## src/rtl/spk_inj_pkg.sv

```systemverilog
package spk_inj_pkg;
  localparam int unsigned VLAYERS = 8;
  localparam int unsigned LAYER_W = $clog2(VLAYERS);
  typedef logic [LAYER_W-1:0] layer_t;
endpackage

```

## src/rtl/nibble_decoder.sv

```systemverilog
module nibble_decoder #(
  parameter int unsigned LANE_W = 4
) (
  input  logic                  clk,
  input  logic                  rst,
  input  logic [LANE_W-1:0]     lo_i,
  input  logic [LANE_W-1:0]     hi_i,
  input  logic                  vld_i,
  output logic [2*LANE_W-1:0]   word_q,
  output logic                  vld_q
);
  always_ff @(posedge clk) begin
    if (rst) begin
      word_q <= '0;
      vld_q  <= 1'b0;
    end else begin
      vld_q <= vld_i;
      if (vld_i) word_q <= {hi_i, lo_i};
    end
  end
endmodule

```

## src/rtl/step_fifo.sv

```systemverilog
module step_fifo #(
  parameter int unsigned WIDTH = 8,
  parameter int unsigned DEPTH = 16
) (
  input  logic             clk,
  input  logic             rst,
  input  logic             wr_en_i,
  input  logic [WIDTH-1:0] wr_data_i,
  input  logic             tick_i,
  output logic [WIDTH-1:0] rd_data_q,
  output logic             rd_hit_q,
  output logic             underflow_q,
  output logic             overflow_q
);
  localparam int unsigned PTR_W = (DEPTH > 1) ? $clog2(DEPTH) : 1;
  localparam int unsigned CNT_W = $clog2(DEPTH + 1);
  localparam logic [CNT_W-1:0] FULL_CNT = CNT_W'(DEPTH);
  localparam logic [PTR_W-1:0] LAST_PTR = PTR_W'(DEPTH - 1);

  logic [WIDTH-1:0] mem [DEPTH];
  logic [PTR_W-1:0] wr_ptr, rd_ptr;
  logic [CNT_W-1:0] count;
  logic             do_wr, do_rd, empty, full;

  assign empty = (count == '0);
  assign full  = (count == FULL_CNT);
  assign do_wr = wr_en_i && !full;
  assign do_rd = tick_i && !empty;

  always_ff @(posedge clk) begin
    if (do_wr) mem[wr_ptr] <= wr_data_i;
  end

  always_ff @(posedge clk) begin
    if (rst) begin
      wr_ptr      <= '0;
      rd_ptr      <= '0;
      count       <= '0;
      rd_data_q   <= '0;
      rd_hit_q    <= 1'b0;
      underflow_q <= 1'b0;
      overflow_q  <= 1'b0;
    end else begin
      underflow_q <= tick_i && empty;
      if (wr_en_i && full) overflow_q <= 1'b1;
      if (do_wr) wr_ptr <= (wr_ptr == LAST_PTR) ? '0 : wr_ptr + 1'b1;
      if (do_rd) rd_ptr <= (rd_ptr == LAST_PTR) ? '0 : rd_ptr + 1'b1;
      case ({do_wr, do_rd})
        2'b10:   count <= count + 1'b1;
        2'b01:   count <= count - 1'b1;
        default: count <= count;
      endcase
      if (tick_i) begin
        rd_hit_q  <= !empty;
        rd_data_q <= empty ? '0 : mem[rd_ptr];
      end
    end
  end
endmodule

```

## src/rtl/spike_mux.sv

```systemverilog
module spike_mux
  import spk_inj_pkg::*;
#(
  parameter int unsigned N = 8
) (
  input  logic         clk,
  input  logic         rst,
  input  logic         active_i,
  input  logic [N-1:0] override_i,
  input  layer_t       layer_sel_i,
  input  layer_t       cur_layer_i,
  input  logic [N-1:0] own_i,
  output logic [N-1:0] spike_q
);
  logic hit;
  assign hit = active_i && (cur_layer_i == layer_sel_i);

  always_ff @(posedge clk) begin
    if (rst) spike_q <= '0;
    else     spike_q <= hit ? override_i : own_i;
  end
endmodule

```

## src/rtl/spike_injector.sv

```systemverilog
module spike_injector
  import spk_inj_pkg::*;
#(
  parameter int unsigned LANE_W = 4,
  parameter int unsigned DEPTH  = 16,
  localparam int unsigned WORD_W = 2 * LANE_W
) (
  input  logic              clk,
  input  logic              rst,
  input  logic [LANE_W-1:0] lane_lo_i,
  input  logic [LANE_W-1:0] lane_hi_i,
  input  logic              lane_valid_i,
  input  logic              step_tick_i,
  input  logic [LAYER_W-1:0] layer_sel_i,
  input  logic [LAYER_W-1:0] cur_layer_i,
  input  logic [WORD_W-1:0] neuron_spike_i,
  output logic [WORD_W-1:0] spike_o,
  output logic [WORD_W-1:0] override_o,
  output logic              inject_active_o,
  output logic              underflow_o,
  output logic              overflow_o
);
  logic [WORD_W-1:0] dec_word;
  logic              dec_vld;

  nibble_decoder #(.LANE_W(LANE_W)) u_dec (
    .clk(clk), .rst(rst), .lo_i(lane_lo_i), .hi_i(lane_hi_i),
    .vld_i(lane_valid_i), .word_q(dec_word), .vld_q(dec_vld)
  );

  step_fifo #(.WIDTH(WORD_W), .DEPTH(DEPTH)) u_fifo (
    .clk(clk), .rst(rst), .wr_en_i(dec_vld), .wr_data_i(dec_word),
    .tick_i(step_tick_i), .rd_data_q(override_o), .rd_hit_q(inject_active_o),
    .underflow_q(underflow_o), .overflow_q(overflow_o)
  );

  spike_mux #(.N(WORD_W)) u_mux (
    .clk(clk), .rst(rst), .active_i(inject_active_o), .override_i(override_o),
    .layer_sel_i(layer_sel_i), .cur_layer_i(cur_layer_i),
    .own_i(neuron_spike_i), .spike_q(spike_o)
  );
endmodule

```

## config.mk

```make
export PLATFORM = sky130hd
export DESIGN_NAME = spike_injector
export DESIGN_NICKNAME = d
export VERILOG_FILES = /design/src/rtl/spk_inj_pkg.sv /design/src/rtl/nibble_decoder.sv /design/src/rtl/step_fifo.sv /design/src/rtl/spike_mux.sv /design/src/rtl/spike_injector.sv
export SDC_FILE = /design/constraint.sdc
export NUM_CORES = 1
export LEC_CHECK = 0
export ABC_AREA = 1
export BUFFER_PORTS_ARGS = -buffer_cell sky130_fd_sc_hd__buf_2
export CORE_ASPECT_RATIO = 1.1
export CORE_MARGIN = 3
export CORE_UTILIZATION = 54
export DETAILED_ROUTE_END_ITERATION = 12
export MAX_ROUTING_LAYER = met4
export PLACE_DENSITY = 0.74
export SLEW_MARGIN = 10
export SYNTH_ARGS = -nofsm -noshare
export SYNTH_HDL_FRONTEND = slang
export SYNTH_SLANG_ARGS = --single-unit
```

## constraint.sdc

```tcl
create_clock -name clk -period 2.2 [get_ports clk]
set_input_delay 0.44 -clock clk [delete_from_list [all_inputs] [get_ports clk]]
set_output_delay 0.44 -clock clk [all_outputs]
set_load 0.02 [all_outputs]
```

==> results of run 1 <==
cells in the final DEF, fill, tap and decap left out:
cell type	instances
nor2_1	152
edfxtp_1	128
o21ai_0	74
nand2_1	55
dfxtp_1	44
buf_2	44
inv_1	25
nand3_1	22
buf_4	21
a21oi_1	19
clkbuf_16	17
o21ai_1	15
o211ai_1	13
o22ai_1	9
xor2_1	7
ha_1	7
o221ai_1	6
o31ai_1	4
clkinv_1	4
nand4_1	4
inv_2	3
clkinvlp_4	3
inv_6	3
nor2_4	2
nand3_2	2
nand2_2	2
nor3_1	2
clkinv_4	2
bufinv_16	2
nand2_4	1
inv_8	1
or2_2	1
o21ai_2	1
xnor2_1	1
ha_2	1
dfxtp_2	1
clkinv_2	1
clkbuf_1	1
clkinvlp_2	1
buf_12	1
how the worst min path moves through the flow:
stage / endpoint / cells after the start / startpoint / slack (ns)
2_1_floorplan: flip-flop / 2 / u_fifo.rd_ptr[2] / 0.46
3_3_place_gp: u_fifo.overflow_q / 2 / u_fifo.overflow_q / 0.44
3_5_place_dp: u_fifo.overflow_q / 2 / u_fifo.overflow_q / 0.44
4_1_cts: u_mux.spike_q[5] / 3 / neuron_spike_i[5] / 0.23
5_1_grt: u_mux.spike_q[0] / 3 / neuron_spike_i[0] / 0.25
6_report: u_mux.spike_q[2] / 3 / neuron_spike_i[2] / 0.24
cells in the mapped netlist (all sizes together):
master,n
o211ai,13
xor2,7
nor3,2
ha,8
inv,29
or2,1
nor2,154
buf,22
nand3,24
clkinv,2
a21oi,19
xnor2,1
clkbuf,7
o22ai,9
o21ai,90
o31ai,4
nand4,4
o221ai,6
dfxtp,45
edfxtp,128
nand2,58
layout make-up:
cell class / count / area [sq um]
Timing Repair Buffer: 66 / 397.9
Multi-Input combinational cell: 400 / 1953
Inverter: 31 / 123.9
Sequential cell: 173 / 4746
Fill cell: 942 / 4363
Clock buffer: 18 / 429.2
Clock inverter: 14 / 143.9
Tap cell: 154 / 192.7
registers in the layout (all words and copies together), names as in the netlist, named ones only:
name	cells
u_fifo.rd_data_q	8
u_fifo.count	5
u_mux.spike_q	8
u_fifo.rd_ptr	4
u_fifo.overflow_q	1
u_fifo.rd_hit_q	1
u_dec.vld_q	1
u_fifo.wr_ptr	4
u_dec.word_q	8
u_fifo.mem	128
u_fifo.underflow_q	1
cell families after synthesis:
kind of cell	count (synthesis)
xor gates and xnor gates	8
AOI/OAI and AO/OA	141
DFF	173
adders and majority gates	8
and+or+nand+nor	243
buffers and inverters	60
critical path: stages, from the launching register on:
cell	delay, ns
dfxtp_1	0.36
nor2_4	0.16
nand3_2	0.12
nand2_4	0.10
inv_2	0.04
ha_2	0.21
xor2_1	0.17
ha_1	0.20
inv_1	0.05
nand2_1	0.10
nand2_1	0.09
nand2_1	0.06
nand2_1	0.05
nand3_1	0.06
nand2_1	0.06
inv_1	0.03
power by group:
group / switching [uW] / internal, uW
sequential: 225 / 3690
clock: 1210 / 1670
combinational: 1340 / 683
total: 2780 / 6050
layer usage:
layer  up-vias  share of wire, %  track usage (%)
met4         0               2.8            10.34
met2       158                51            36.35
met5         -                 0                -
li1       2326                 -                -
met1      2372                41            28.09
met3        32               5.1            4.398
through the flow:
| stage | hold WS [ns] | cell area (sq um) |
|---|---|---|
| global route | 0.2454 | 7986 |
| detailed placement | 0.4384 | 7401 |
| floorplan | 0.4632 | 6989 |
| finish | 0.2409 | 7986 |
| global placement | 0.4358 | 7401 |
| CTS | 0.2276 | 7974 |
==> impl_results.md, run 1 <==
* RSZ-0062 raised after global routing: false
* Synth Area per Inst at approximately 11 sq um
* Hold/Removal Path Class: in -> reg
* Crit path max fanout at 6
* Syn-to-layout area delta at 14.27%
* Critical Path Start Type: flip-flop
* Final clock skew at about 0.0081 ns
* Post-Syn Area at about 7000 sq um
* Critical Path End: u_fifo.count[4]
* Clock root buffer: clkbuf_16
* Power per cell area at ~1100 nW/um^2
* # rows at 42
* Non-filler cells, final at approximately 860
* Vias in the first global route at between 4000 and 5000
* H-tree lvl count at 4
* Sink Count at about 170
* Critical path class: reg -> reg
* Maximum clock rate at slightly above 500 MHz
* Antenna violations before repair at 0
* Clock Latency Late Sink at about 0.42 ns
* Total GRT Usage at 22.79%
* DR WL/cell at between 15 and 20 microns
* Outcome: completed
* CP arrival at 2.30 ns
* Reg-to-reg slack, setup at 0.22 ns
* Largest family of logic cells by synthesized area: simple AND/OR/NAND/NOR gates
* Final worst slack at around 0.22 ns
* Utilization after layout at approximately 65%
* Core area at roughly 12000 sq um
* Synth Area in Compound Gates at approximately 11%
* VDD IR max at 0.0006829 V
* Cells after synthesis at around 630
* Dominant cell type by area after synthesis: edfxtp_1
* Final Critical Period at approximately 2 ns
* Initial core utilization at roughly 57%
* Required @ worst endpoint at 2.52 ns
* First-pass GRT wire length at roughly 24000 microns
* Post-CTS setup repair buffer count at 0
* Critical Path Start: u_fifo.count[0]
* Clock transition at path regs at about 0.070 ns
* Placed Instances at ~800
* Via count at 4888
* Count of pins over their slew limit at 0
* Setup WS pre-CTS at 0.1252 ns
* Remaining Overflow, GRT at 0
* Layout cells sized above 1 at ~16%
* Cts repair resizes at 0
* FF-to-FF path depth at 15
* CTS Buffer Depth at 2
* Worst slew margin at 49.79%
* Reg2reg end: u_fifo.count[4]
* Lkg Pwr at between 0.002 and 0.003 uW
* Top cells by area, synth: edfxtp_1, dfxtp_1, nor2_1
* Setup tns final at 0 ns
* Post-synthesis simple-gate area fraction at 14.09%
* Die ar. at between 10000 and 15000 sq um
* Sequential area share after synthesis at ~68%
* Pre-antenna DRT Iters at 5
* Tcrit/Tclk final at 89.97%
* Hold Buf Count CTS at 0
* DRC at 0
* XOR/XNOR Fraction of Synth Area at between 1 and 1.5%
* Die Wd at 114.5 microns
* Post-synth top area share at a little over half
* Largest net degree at the start of global routing at 65
* 1st-iter DRT viols at between 400 and 500
* Distinct cells, synth at 33
* Max-cap violations at 0
* IO Count at 45
* Adder-cell share of the synthesized area at under 10%
* Final ANT Viol Nets at 0
* Number of diodes at 0
* Power Total at around 9000 uW
* YS warnings at 0
* Endpoints failing hold at 0
* Post-detail-place hpwl at roughly 10000 microns
* Post-Syn Nets at 667
* Final GP Congestion at approximately 0.86
* CTS tree: done
* IO Port Bufs at 44
* CTS Buf Count at 17
* Worst Setup End Kind: flip-flop
* Via density at approximately 5.7
* Final setup vio count at 0
* Start of the worst register-to-register path: u_fifo.count[0]
* WL final at 15370 microns
* Post-synthesis mux area share at 0%
* Worst-margin pin slew at ~0.75 ns
* Final net count at 723
* Seq cells post-synth at between 150 and 200
* Die Y at 125.3 microns
(Power assumes the default switching activity.)
==> run 2, diff against run 1 <==
--- a/config.mk
+++ b/config.mk
@@ -9,10 +9,10 @@
 export BUFFER_PORTS_ARGS = -buffer_cell sky130_fd_sc_hd__buf_2
 export CORE_ASPECT_RATIO = 1.1
 export CORE_MARGIN = 3
-export CORE_UTILIZATION = 54
+export CORE_UTILIZATION = 60
 export DETAILED_ROUTE_END_ITERATION = 12
 export MAX_ROUTING_LAYER = met4
-export PLACE_DENSITY = 0.74
+export PLACE_DENSITY = 0.78
 export SLEW_MARGIN = 10
 export SYNTH_ARGS = -nofsm -noshare
 export SYNTH_HDL_FRONTEND = slang
==> constraint.sdc (replaced) <==
create_clock -name clk -period 1.9 [get_ports clk]
set_input_delay 0.38 -clock clk [delete_from_list [all_inputs] [get_ports clk]]
set_output_delay 0.38 -clock clk [all_outputs]
set_load 0.02 [all_outputs]
==> impl_results.md, run 2 (synthesis results as in run 1) <==
* Outcome: completed
* Tcrit/Tclk final at 95.38% (+5.4 points)
* Remaining Overflow, GRT at 0 (unchanged)
* Seq pwr share at 40.8% (-3.6 points)
* Number of diodes at 0 (unchanged)
* Lkg Pwr at 0.003080 uW (+3.9%)
* Largest Register: u_fifo.mem
* Met1 Routed Length at 6554 microns (+3.3%)
* Die ar. at 12980 sq um (-9.5%)
* Count of pins over their slew limit at 0 (unchanged)
* 1st-iter DRT viols at 522 (+15%)
* VDD IR max at 0.0008911 V (+30%)
* First-pass GRT wire length at 26130 microns (+7.6%)
* IO Port Bufs at 44 (unchanged)
* Antenna violations before repair at 0 (unchanged)
* Most frequent cells in the layout: nor2_1, edfxtp_1, o21ai_0
* Met3 wire len at 1344 microns (+70%)
* Final setup vio count at 0 (unchanged)
* Die Y at 119.2 microns (-4.9%)
* Power Total at 11150 uW (+26%)
* Largest net degree at the start of global routing at 65 (unchanged)
* Critical path class: reg -> reg
* RSZ-0062 raised after global routing: true
* Core area at 11160 sq um (-9.6%)
* Endpoints failing hold at 0 (unchanged)
* H-tree lvl count at 4 (unchanged)
* Comb pwr share at 24.4% (+1.5 points)
* Max-cap violations at 0 (unchanged)
* Worst slew margin at 45.49% (-4.3 points)
* Clock root buffer: clkbuf_16
* Maximum clock rate at 551.8 MHz (+9.2%)
* # rows at 40 (-4.8%)
* Via density at 5.877 (+2.9%)
* CP arrival at 2.14 ns (-0.16 ns)
* WL final at 16530 microns (+7.6%)
* Commonest non-fill, non-tap cell in the layout: nor2_1
* Crit path max fanout at 4 (-2)
* Max reg flops at 128 (unchanged)
* DRC at 0 (unchanged)
* Syn-to-layout area delta at 17.81%
* Non-filler cells, final at 863 (+0.82%)
* Final ANT Viol Nets at 0 (unchanged)
* Final worst slack at 0.08786 ns (-0.1328 ns)
* Critical Path Start Type: flip-flop
* Clock power share at 34.8% (+2.1 points)
* Post-detail-place hpwl at 10190 microns (+4.3%)
* Internal at 7758 uW (+28%)
* Required @ worst endpoint at 2.23 ns (-0.29 ns)
* IO Count at 45 (unchanged)
* Switching power total at 3388 uW (+22%)
* Vias in the first global route at 4972 (+3.5%)
* Final GP Congestion at 0.8686 (+0.63%)
* Total GRT Usage at 27.83% (+5.0 points)
* Final Critical Period at 1.812 ns (-0.1672 ns)
* Sw Ratio at 30.39% (-1.1 points)
* Final net count at 737 (+1.9%)
* Clock Latency Late Sink at 0.43 ns (about the same)
* Pre-antenna DRT Iters at 6 (+1)
* DR WL met2 at 7953 microns (+2.0%)
* Initial core utilization at 62.62% (+6.0 points)
* Sink Count at 173 (unchanged)
* Die Wd at 108.9 microns (-4.9%)
* CTS Buffer Depth at 2 (unchanged)
* CTS tree: done
* Final clock skew at 0.007649 ns (-0.0004311 ns)
* Clock transition at path regs at 0.06 ns (about the same)
* Placed Instances at 828 (+0.49%)
* Hold/Removal Path Class: in -> reg
* Utilization after layout at 73.78% (+9.1 points)
* Worst-margin pin slew at 0.8166 ns (+0.06448 ns)
* Via count at 5072 (+3.8%)
* DR WL/cell at 19.16 microns (+6.7%)
* Worst Setup End Kind: flip-flop
* Reg-to-reg slack, setup at 0.09 ns (-0.13 ns)
* Layout cells sized above 1 at 18.85% (+3.2 points)
* Final Hold Slack at 0.1694 ns (-0.07145 ns)
* Power per cell area at 1354 nW/um^2 (+22%)
* Setup WS pre-CTS at 0.01808 ns (-0.1071 ns)
* CTS Buf Count at 17 (unchanged)
* Max layer used: met4
==> run 2: layout make-up <==
type | count | area, sq um
Timing Repair Buffer | 80 | 503.0
Clock buffer | 21 | 450.4
Sequential cell | 173 | 4755
Inverter | 31 | 127.6
Fill cell | 709 | 2927
Tap cell | 147 | 183.9
Clock inverter | 11 | 216.5
Multi-Input combinational cell | 400 | 1998
==> run 2: per-stage QoR <==
step                       TNS, ns  area (sq um)
final                            0          8234
after global routing      -0.03215          8234
after CTS                        0          8183
after detailed placement         0          7503
after global placement           0          7503
after floorplan                  0          7024
==> run 2: final timing paths <==
check | to | start | depth (start not counted)
setup / recovery | u_fifo.count[4] | u_fifo.count[3] | 13
hold / removal | u_dec.word_q[5] | lane_hi_i[1] | 3
setup reg to reg | u_fifo.count[4] | u_fifo.count[3] | 13
hold reg to reg | u_fifo.overflow_q | u_fifo.overflow_q | 2
==> run 2: power groups by stage <==
stage	sequential [uW]	combinational [uW]	clock, uW
global route	4570	3000	4100
finish	4550	2720	3880
detailed placement	4590	2520	0
global placement	4580	2420	0
CTS	4520	2590	3900
floorplan	4610	1770	0
==> run 2: worst max-delay path, stage by stage (launching register included) <==
cell and delay (ns):
dfxtp_2 0.36, nor2_4 0.13, nand3_2 0.12, nand2_4 0.07, inv_2 0.05, ha_4 0.18
ha_4 0.27, inv_2 0.04, nor2_1 0.15, nand2_2 0.09, nand3_1 0.08, nand3_1 0.07
nand2_1 0.06, inv_1 0.04
==> run 2: what timing repair did <==
| item | CTS | global route |
|---|---|---|
| gates resized for setup | 2 | 10 |
| setup buffers | 0 | 3 |
| endpoints found under the hold margin | 0 | 0 |
| endpoints found under the setup margin | 2 | 13 |
| hold buffers | 0 | 0 |
| pin swaps | 0 | 7 |
| gates cloned | 0 | 0 |
==> run 2: routing by layer <==
metal  GRT usage [%]  up-vias
met3           6.612       53
met2           40.09      246
met5               -        -
li1                -     2349
met4           12.71        0
met1           37.74     2424
